===== src/rtl/cfg_rx_pkg.sv =====
package cfg_rx_pkg;

  typedef enum logic [2:0] {
    ST_SEARCH,
    ST_LENGTH,
    ST_LOAD,
    ST_PASS,
    ST_FINISHED
  } rx_state_e;

  // Total bits occupied by one local frame on the wire.
  function automatic int frame_bits(input int start_bits, input int data_bits);
    return start_bits + data_bits;
  endfunction

  // Value to present downstream for a bit taken in while in state s.
  function automatic logic fwd_value(input rx_state_e s, input logic b);
    if (s == ST_LOAD || s == ST_FINISHED) return 1'b1;
    return b;
  endfunction

endpackage


===== src/rtl/cfg_preamble_det.sv =====
module cfg_preamble_det #(
  parameter int PRE_BITS = 8,
  parameter logic [PRE_BITS-1:0] PATTERN = 8'hF2
) (
  input  logic clk,
  input  logic rst_n,
  input  logic enable,
  input  logic bit_in,
  output logic hit
);
  logic [PRE_BITS-1:0] win_q;
  logic [PRE_BITS-1:0] win_d;

  assign win_d = {win_q[PRE_BITS-2:0], bit_in};
  assign hit   = enable && (win_d == PATTERN);

  always_ff @(posedge clk) begin
    if (!rst_n)         win_q <= '0;
    else if (hit)       win_q <= '0;
    else if (enable)    win_q <= win_d;
  end
endmodule


===== src/rtl/cfg_frame_loader.sv =====
module cfg_frame_loader
  import cfg_rx_pkg::*;
#(
  parameter int FRAME_DATA = 16,
  parameter int START_BITS = 2,
  parameter int NUM_FRAMES = 8,
  parameter int SEL_W      = 3
) (
  input  logic                  clk,
  input  logic                  rst_n,
  input  logic                  active,
  input  logic                  bit_in,
  output logic                  wr_en,
  output logic [SEL_W-1:0]      wr_idx,
  output logic [FRAME_DATA-1:0] wr_data,
  output logic                  mem_full
);
  localparam int FB    = frame_bits(START_BITS, FRAME_DATA);
  localparam int POS_W = $clog2(FB);

  logic [POS_W-1:0]      pos_q;
  logic [SEL_W-1:0]      idx_q;
  logic [FRAME_DATA-1:0] shift_q;
  logic                  frame_end;
  logic                  in_data;

  assign in_data   = pos_q >= POS_W'(START_BITS);
  assign frame_end = active && (pos_q == POS_W'(FB - 1));
  assign wr_en     = frame_end;
  assign wr_idx    = idx_q;
  assign wr_data   = {shift_q[FRAME_DATA-2:0], bit_in};
  assign mem_full  = frame_end && (idx_q == SEL_W'(NUM_FRAMES - 1));

  always_ff @(posedge clk) begin
    if (!rst_n) begin
      pos_q   <= '0;
      idx_q   <= '0;
      shift_q <= '0;
    end else if (active) begin
      if (frame_end) begin
        pos_q   <= '0;
        idx_q   <= idx_q + SEL_W'(1);
        shift_q <= '0;
      end else begin
        pos_q <= pos_q + POS_W'(1);
        if (in_data) shift_q <= {shift_q[FRAME_DATA-2:0], bit_in};
      end
    end
  end
endmodule


===== src/rtl/cfg_frame_store.sv =====
module cfg_frame_store #(
  parameter int FRAME_DATA = 16,
  parameter int NUM_FRAMES = 8,
  parameter int SEL_W      = 3
) (
  input  logic                  clk,
  input  logic                  rst_n,
  input  logic                  wr_en,
  input  logic [SEL_W-1:0]      wr_idx,
  input  logic [FRAME_DATA-1:0] wr_data,
  input  logic [SEL_W-1:0]      rd_idx,
  output logic [FRAME_DATA-1:0] rd_data
);
  logic [FRAME_DATA-1:0] ent_q [NUM_FRAMES];

  for (genvar g = 0; g < NUM_FRAMES; g++) begin : g_ent
    always_ff @(posedge clk) begin
      if (!rst_n)                                 ent_q[g] <= '0;
      else if (wr_en && wr_idx == SEL_W'(g))      ent_q[g] <= wr_data;
    end
  end

  always_comb begin
    rd_data = '0;
    for (int i = 0; i < NUM_FRAMES; i++)
      if (rd_idx == SEL_W'(i)) rd_data = ent_q[i];
  end
endmodule


===== src/rtl/cfg_chain_rx.sv =====
module cfg_chain_rx
  import cfg_rx_pkg::*;
#(
  parameter int FRAME_DATA = 16,
  parameter int START_BITS = 2,
  parameter int NUM_FRAMES = 8,
  parameter int LEN_BITS   = 24,
  parameter int PRE_BITS   = 8,
  parameter logic [PRE_BITS-1:0] PREAMBLE = 8'hF2,
  localparam int SEL_W = (NUM_FRAMES > 1) ? $clog2(NUM_FRAMES) : 1
) (
  input  logic                  cclk,
  input  logic                  prog_n,
  input  logic                  sdi,
  input  logic [SEL_W-1:0]      rd_sel,
  output logic                  sdo,
  output logic                  done,
  output logic [FRAME_DATA-1:0] rd_frame
);
  rx_state_e             state_q, state_d;
  logic [LEN_BITS-1:0]   cnt_q, len_q;
  logic [LEN_BITS-1:0]   cnt_next, len_word;
  logic                  fwd_q;

  // Named internal events
  logic                  preamble_hit;
  logic                  length_done;
  logic                  short_len;
  logic                  count_hit;
  logic                  mem_full;
  logic                  load_active;
  logic                  wr_en;
  logic [SEL_W-1:0]      wr_idx;
  logic [FRAME_DATA-1:0] wr_data;

  assign cnt_next    = cnt_q + LEN_BITS'(1);
  assign len_word    = {len_q[LEN_BITS-2:0], sdi};
  assign length_done = (state_q == ST_LENGTH) && (cnt_next == LEN_BITS'(LEN_BITS));
  assign short_len   = len_word <= LEN_BITS'(LEN_BITS);
  assign count_hit   = (state_q == ST_LOAD || state_q == ST_PASS) && (cnt_next == len_q);
  assign load_active = state_q == ST_LOAD;

  cfg_preamble_det #(.PRE_BITS(PRE_BITS), .PATTERN(PREAMBLE)) u_pre (
    .clk(cclk), .rst_n(prog_n), .enable(state_q == ST_SEARCH),
    .bit_in(sdi), .hit(preamble_hit)
  );

  cfg_frame_loader #(
    .FRAME_DATA(FRAME_DATA), .START_BITS(START_BITS),
    .NUM_FRAMES(NUM_FRAMES), .SEL_W(SEL_W)
  ) u_load (
    .clk(cclk), .rst_n(prog_n), .active(load_active), .bit_in(sdi),
    .wr_en(wr_en), .wr_idx(wr_idx), .wr_data(wr_data), .mem_full(mem_full)
  );

  cfg_frame_store #(
    .FRAME_DATA(FRAME_DATA), .NUM_FRAMES(NUM_FRAMES), .SEL_W(SEL_W)
  ) u_store (
    .clk(cclk), .rst_n(prog_n), .wr_en(wr_en), .wr_idx(wr_idx),
    .wr_data(wr_data), .rd_idx(rd_sel), .rd_data(rd_frame)
  );

  always_comb begin
    state_d = state_q;
    case (state_q)
      ST_SEARCH:   if (preamble_hit) state_d = ST_LENGTH;
      ST_LENGTH:   if (length_done)  state_d = short_len ? ST_FINISHED : ST_LOAD;
      ST_LOAD: begin
        if (count_hit)     state_d = ST_FINISHED;
        else if (mem_full) state_d = ST_PASS;
      end
      ST_PASS:     if (count_hit)    state_d = ST_FINISHED;
      ST_FINISHED: state_d = ST_FINISHED;
      default:     state_d = ST_SEARCH;
    endcase
  end

  always_ff @(posedge cclk) begin
    if (!prog_n) begin
      state_q <= ST_SEARCH;
      cnt_q   <= '0;
      len_q   <= '0;
      done    <= 1'b0;
      fwd_q   <= 1'b1;
    end else begin
      state_q <= state_d;
      fwd_q   <= fwd_value(state_q, sdi);
      if (preamble_hit) cnt_q <= '0;
      if (state_q == ST_LENGTH) begin
        len_q <= len_word;
        cnt_q <= cnt_next;
      end else if (state_q == ST_LOAD || state_q == ST_PASS) begin
        cnt_q <= cnt_next;
      end
      if (state_d == ST_FINISHED) done <= 1'b1;
    end
  end

  // Output launched on the falling edge, half a clock after capture.
  always_ff @(negedge cclk) begin
    if (!prog_n) sdo <= 1'b1;
    else         sdo <= fwd_q;
  end
endmodule


===== config.mk =====
export PLATFORM = sky130hd
export DESIGN_NAME = cfg_chain_rx
export DESIGN_NICKNAME = d
export VERILOG_FILES = /design/src/rtl/cfg_rx_pkg.sv /design/src/rtl/cfg_preamble_det.sv /design/src/rtl/cfg_frame_loader.sv /design/src/rtl/cfg_frame_store.sv /design/src/rtl/cfg_chain_rx.sv
export SDC_FILE = /design/constraint.sdc
export NUM_CORES = 1
export LEC_CHECK = 0
export BUFFER_PORTS_ARGS = -buffer_cell sky130_fd_sc_hd__buf_2
export CAP_MARGIN = 20
export CORE_UTILIZATION = 55
export CTS_CLUSTER_DIAMETER = 60
export DETAILED_ROUTE_END_ITERATION = 10
export PLACE_DENSITY = 0.72
export SYNTH_ARGS = -nofsm -noshare
export SYNTH_HDL_FRONTEND = slang
export SYNTH_SLANG_ARGS = --single-unit

===== constraint.sdc =====
create_clock -name cclk -period 4.1 [get_ports cclk]
set_input_delay 0.205 -clock cclk [delete_from_list [all_inputs] [get_ports cclk]]
set_output_delay 0.205 -clock cclk [all_outputs]
set_load 0.02 [all_outputs]

==> qor.csv <==
stage;metric;value;unit
outcome;status;complete, no violations;
logic_synthesis;top cell type by total area after synthesis;edfxtp_1;
job;max_cap viols;0;
place;routability congestion estimate from global placement;0.852;
logic_synthesis;Synth top cells by count;nand2_1, and2_1, edfxtp_1, dfxtp_1, o21ai_0;
critical_path;Worst Path Arrival;3.06;ns
timing;final hold violations;0;
critical_path;FF-to-FF setup slack;0.95;ns
clock_network;CTS Buffer Depth;3;
route;via count;7771;
critical_path;CP required;3.89;ns
clock_network;worst-skew pair later-pin latency;0.56;ns
critical_path;CP delay by family, top;flip-flops;
logic_synthesis;Post-Synth XOR/XNOR Area;3.08;%
power_and_ir_drop;Combinational Power Share;4.8;%
global_route;vias in the first global route;7253;
power_and_ir_drop;Internal Power;3.69;mW
route;Iter 0 DRT Violations;563;
route;1st-pass router iterations;5;
power_and_ir_drop;leak pwr;4.27;nW
floorplanning;Rows;50;
global_route;initial antenna violation count;0;
floorplanning;Die Ht;142;um
finish;synthesis-to-layout area growth;9.47;%
finish;ratio of cells with drive above 1 in the final layout;10.1;%
power_and_ir_drop;Power Density;397;nW/um2
logic_synthesis;post-synthesis instance area;10800;um2
critical_path;crit-path max cell delay;0.29;ns
route;antenna viol nets, final;0;
place;placed cell count;1312;
logic_synthesis;count leader, synth;nand2_1;
logic_synthesis;Syn Nets;1102;
timing;Setup TNS;0;ns
floorplanning;core box area;19000;um2
logic_synthesis;simple-gate share of the synthesized area;23.4;%
place;Detailed Place HPWL;16300;um
logic_synthesis;Post-Synth Adder-Cell Area;1.27;%
global_route;global route overflow;0;
critical_path;Worst setup EP type;primary output;
global_route;first-pass GRT wire length;40000;um
floorplanning;# IOs;24;
logic_synthesis;Yosys reg bits;212;
power_and_ir_drop;sw frac;21.4;%
route;vias per cell;5.73;
timing;fin worst setup slack;0.835;ns
floorplanning;Die X;142;um
floorplanning;initial core utilization;57.0;%
logic_synthesis;Yosys cell types;74;
worst_hold_path;HP Class;in2reg;
logic_synthesis;area fraction in compound gates after synthesis;14.1;%
logic_synthesis;Yosys top cell area share;35.6;%
timing;final max-slew violation count;0;
floorplanning;die area;20200;um2
critical_path;Setup crit start kind;flip-flop;
power_and_ir_drop;sequential share of power;49.8;%
clock_network;TritonCTS clock tree;built;
critical_path;Critical Path Slowest Stage Cell;dfxtp_1;
clock_network;Root Driver;clkbuf_16;
clock_network;Clock Sinks;212;
logic_synthesis;yosys warns;0;
critical_path;Buf/Inv on CP;1;
critical_path;critical-path cell list;buf_2;
critical_path;kind of critical path;reg2out;
logic_synthesis;post-synthesis mux area share;3.02;%
logic_synthesis;sequential area share after synthesis;51.2;%
logic_synthesis;Synth area leaders;edfxtp_1, dfxtp_1, and2_1;
power_and_ir_drop;peak supply drop;0.355;mV
place;DP Worst Slack;0.991;ns
clock_network;H-tree depth;1;
clock_network;post-cts sizing count;0;
global_route;largest net degree at the start of global routing;70;
logic_synthesis;share of async-settable or async-resettable flops after synthesis;0;%
critical_path;worst-path fanout max;1;
route;drt drc;0;
place;PortBufs;23;
timing;setup violators final;0;
route;Avg WL per Cell;18.8;um
logic_synthesis;Cells after Synth;1085;
clock_network;postcts setup bufs;0;
global_route;GRT Total Usage;25.8;%
logic_synthesis;syn_area_per_cell;9.95;um2
logic_synthesis;largest family of logic cells by synthesized area;simple AND/OR/NAND/NOR gates;
route;Routed WL;25400;um
power_and_ir_drop;Switch Pwr;1.00;mW
logic_synthesis;top_reg_cell synth;edfxtp_1;
finish;diode count;0;
finish;Non-Filler Instances;1356;
logic_synthesis;EDFF count, synth;128;
timing;slew margin rel.;34.5;%
power_and_ir_drop;Clock power frac;45.4;%
clock_network;clock-pin slew on the worst setup and hold paths;0.05;ns
clock_network;CTS Hold Buffers Added;0;
finish;fin util;62.4;%
timing;Clock Skew;0.0498;ns
timing;RSZ-0062 raised after global routing;no;
finish;final-stage net count;1095;
timing;worst-margin pin slew;0.979;ns
power_and_ir_drop;total power;4.69;mW
clock_network;cts bufs inserted;24;
## cell type report
type | count | area (um2)
Clock inverter | 12 | 136
Sequential cell | 212 | 5530
Fill cell | 1587 | 7140
Multi-Input combinational cell | 782 | 4850
Tap cell | 260 | 325
Timing Repair Buffer | 42 | 258
Clock buffer | 33 | 666
Inverter | 15 | 56.3
## routing by layer
layer	vias to the layer above	track usage (%)	routed length (um)
li1	3818	-	-
met1	3732	33.4	10900
met2	178	45.4	12800
met3	43	2.93	1070
met4	0	7.87	654
met5	-	0	0
## power groups by stage
stage	clock network (mW)	logic (mW)	registers [mW]
2_1_floorplan	0.00305	0.149	2.38
3_3_place_gp	0.00305	0.225	2.38
3_5_place_dp	0.00305	0.227	2.38
4_1_cts	2.16	0.228	2.34
5_1_grt	2.25	0.244	2.34
6_report	2.13	0.227	2.34
## path summary, 6_finish.rpt
path,start,to,cells after the start
setup / recovery,sdo$_SDFF_NN1_,sdo,1
hold / removal,prog_n,u_load.wr_idx[2]$_SDFFE_PN0P_,2
setup reg to reg,cnt_q[0]$_SDFFE_PN0P_,state_q[0]$_SDFF_PN0_,8
hold reg to reg,u_pre.win_q[6]$_SDFFE_PP0P_,u_pre.win_q[6]$_SDFFE_PP0P_,2
## sequential cells by signal (all words and copies together) (netlist names)
register,count
u_store.ent_q,128
cnt_q,24
len_q,24
u_load.shift_q,15
u_pre.win_q,7
u_load.pos_q,5
state_q,3
u_load.wr_idx,3
done,1
fwd_q,1
sdo,1
## stage by stage
step	cell area, um2	hold slack (ns)
after global placement	11000	0.441
after global routing	11800	0.115
after floorplan	10800	0.307
after detailed placement	11000	0.446
final	11800	0.101
after CTS	11800	0.0874
## layout by cell type (no fill, tap or decap), drive strengths merged, types with 3 or more instances in the layout
cell,count
a211oi,3
a21boi,57
a21o,5
a21oi,36
a22o,11
a31oi,3
and2,134
and3,16
buf,42
bufinv,3
clkbuf,33
clkinv,8
dfxtp,84
edfxtp,128
ha,11
inv,16
mux2i,18
mux4,6
nand2,161
nand2b,5
nand3,36
nand4,12
nor2,56
nor2b,17
nor3,10
nor4,10
o211ai,20
o21a,4
o21ai,63
o22ai,3
or3,8
or4,4
xnor2,25
xor2,13
## kinds of logic after synthesis
| family | Yosys count |
|---|---|
| and+or+nand+nor | 480 |
| DFF | 212 |
| xor gates and xnor gates | 38 |
| buffers and inverters | 91 |
| adders and majority gates | 11 |
| AOI/OAI and AO/OA | 228 |
| muxes | 25 |
Power figures use the tool's default switching activity.
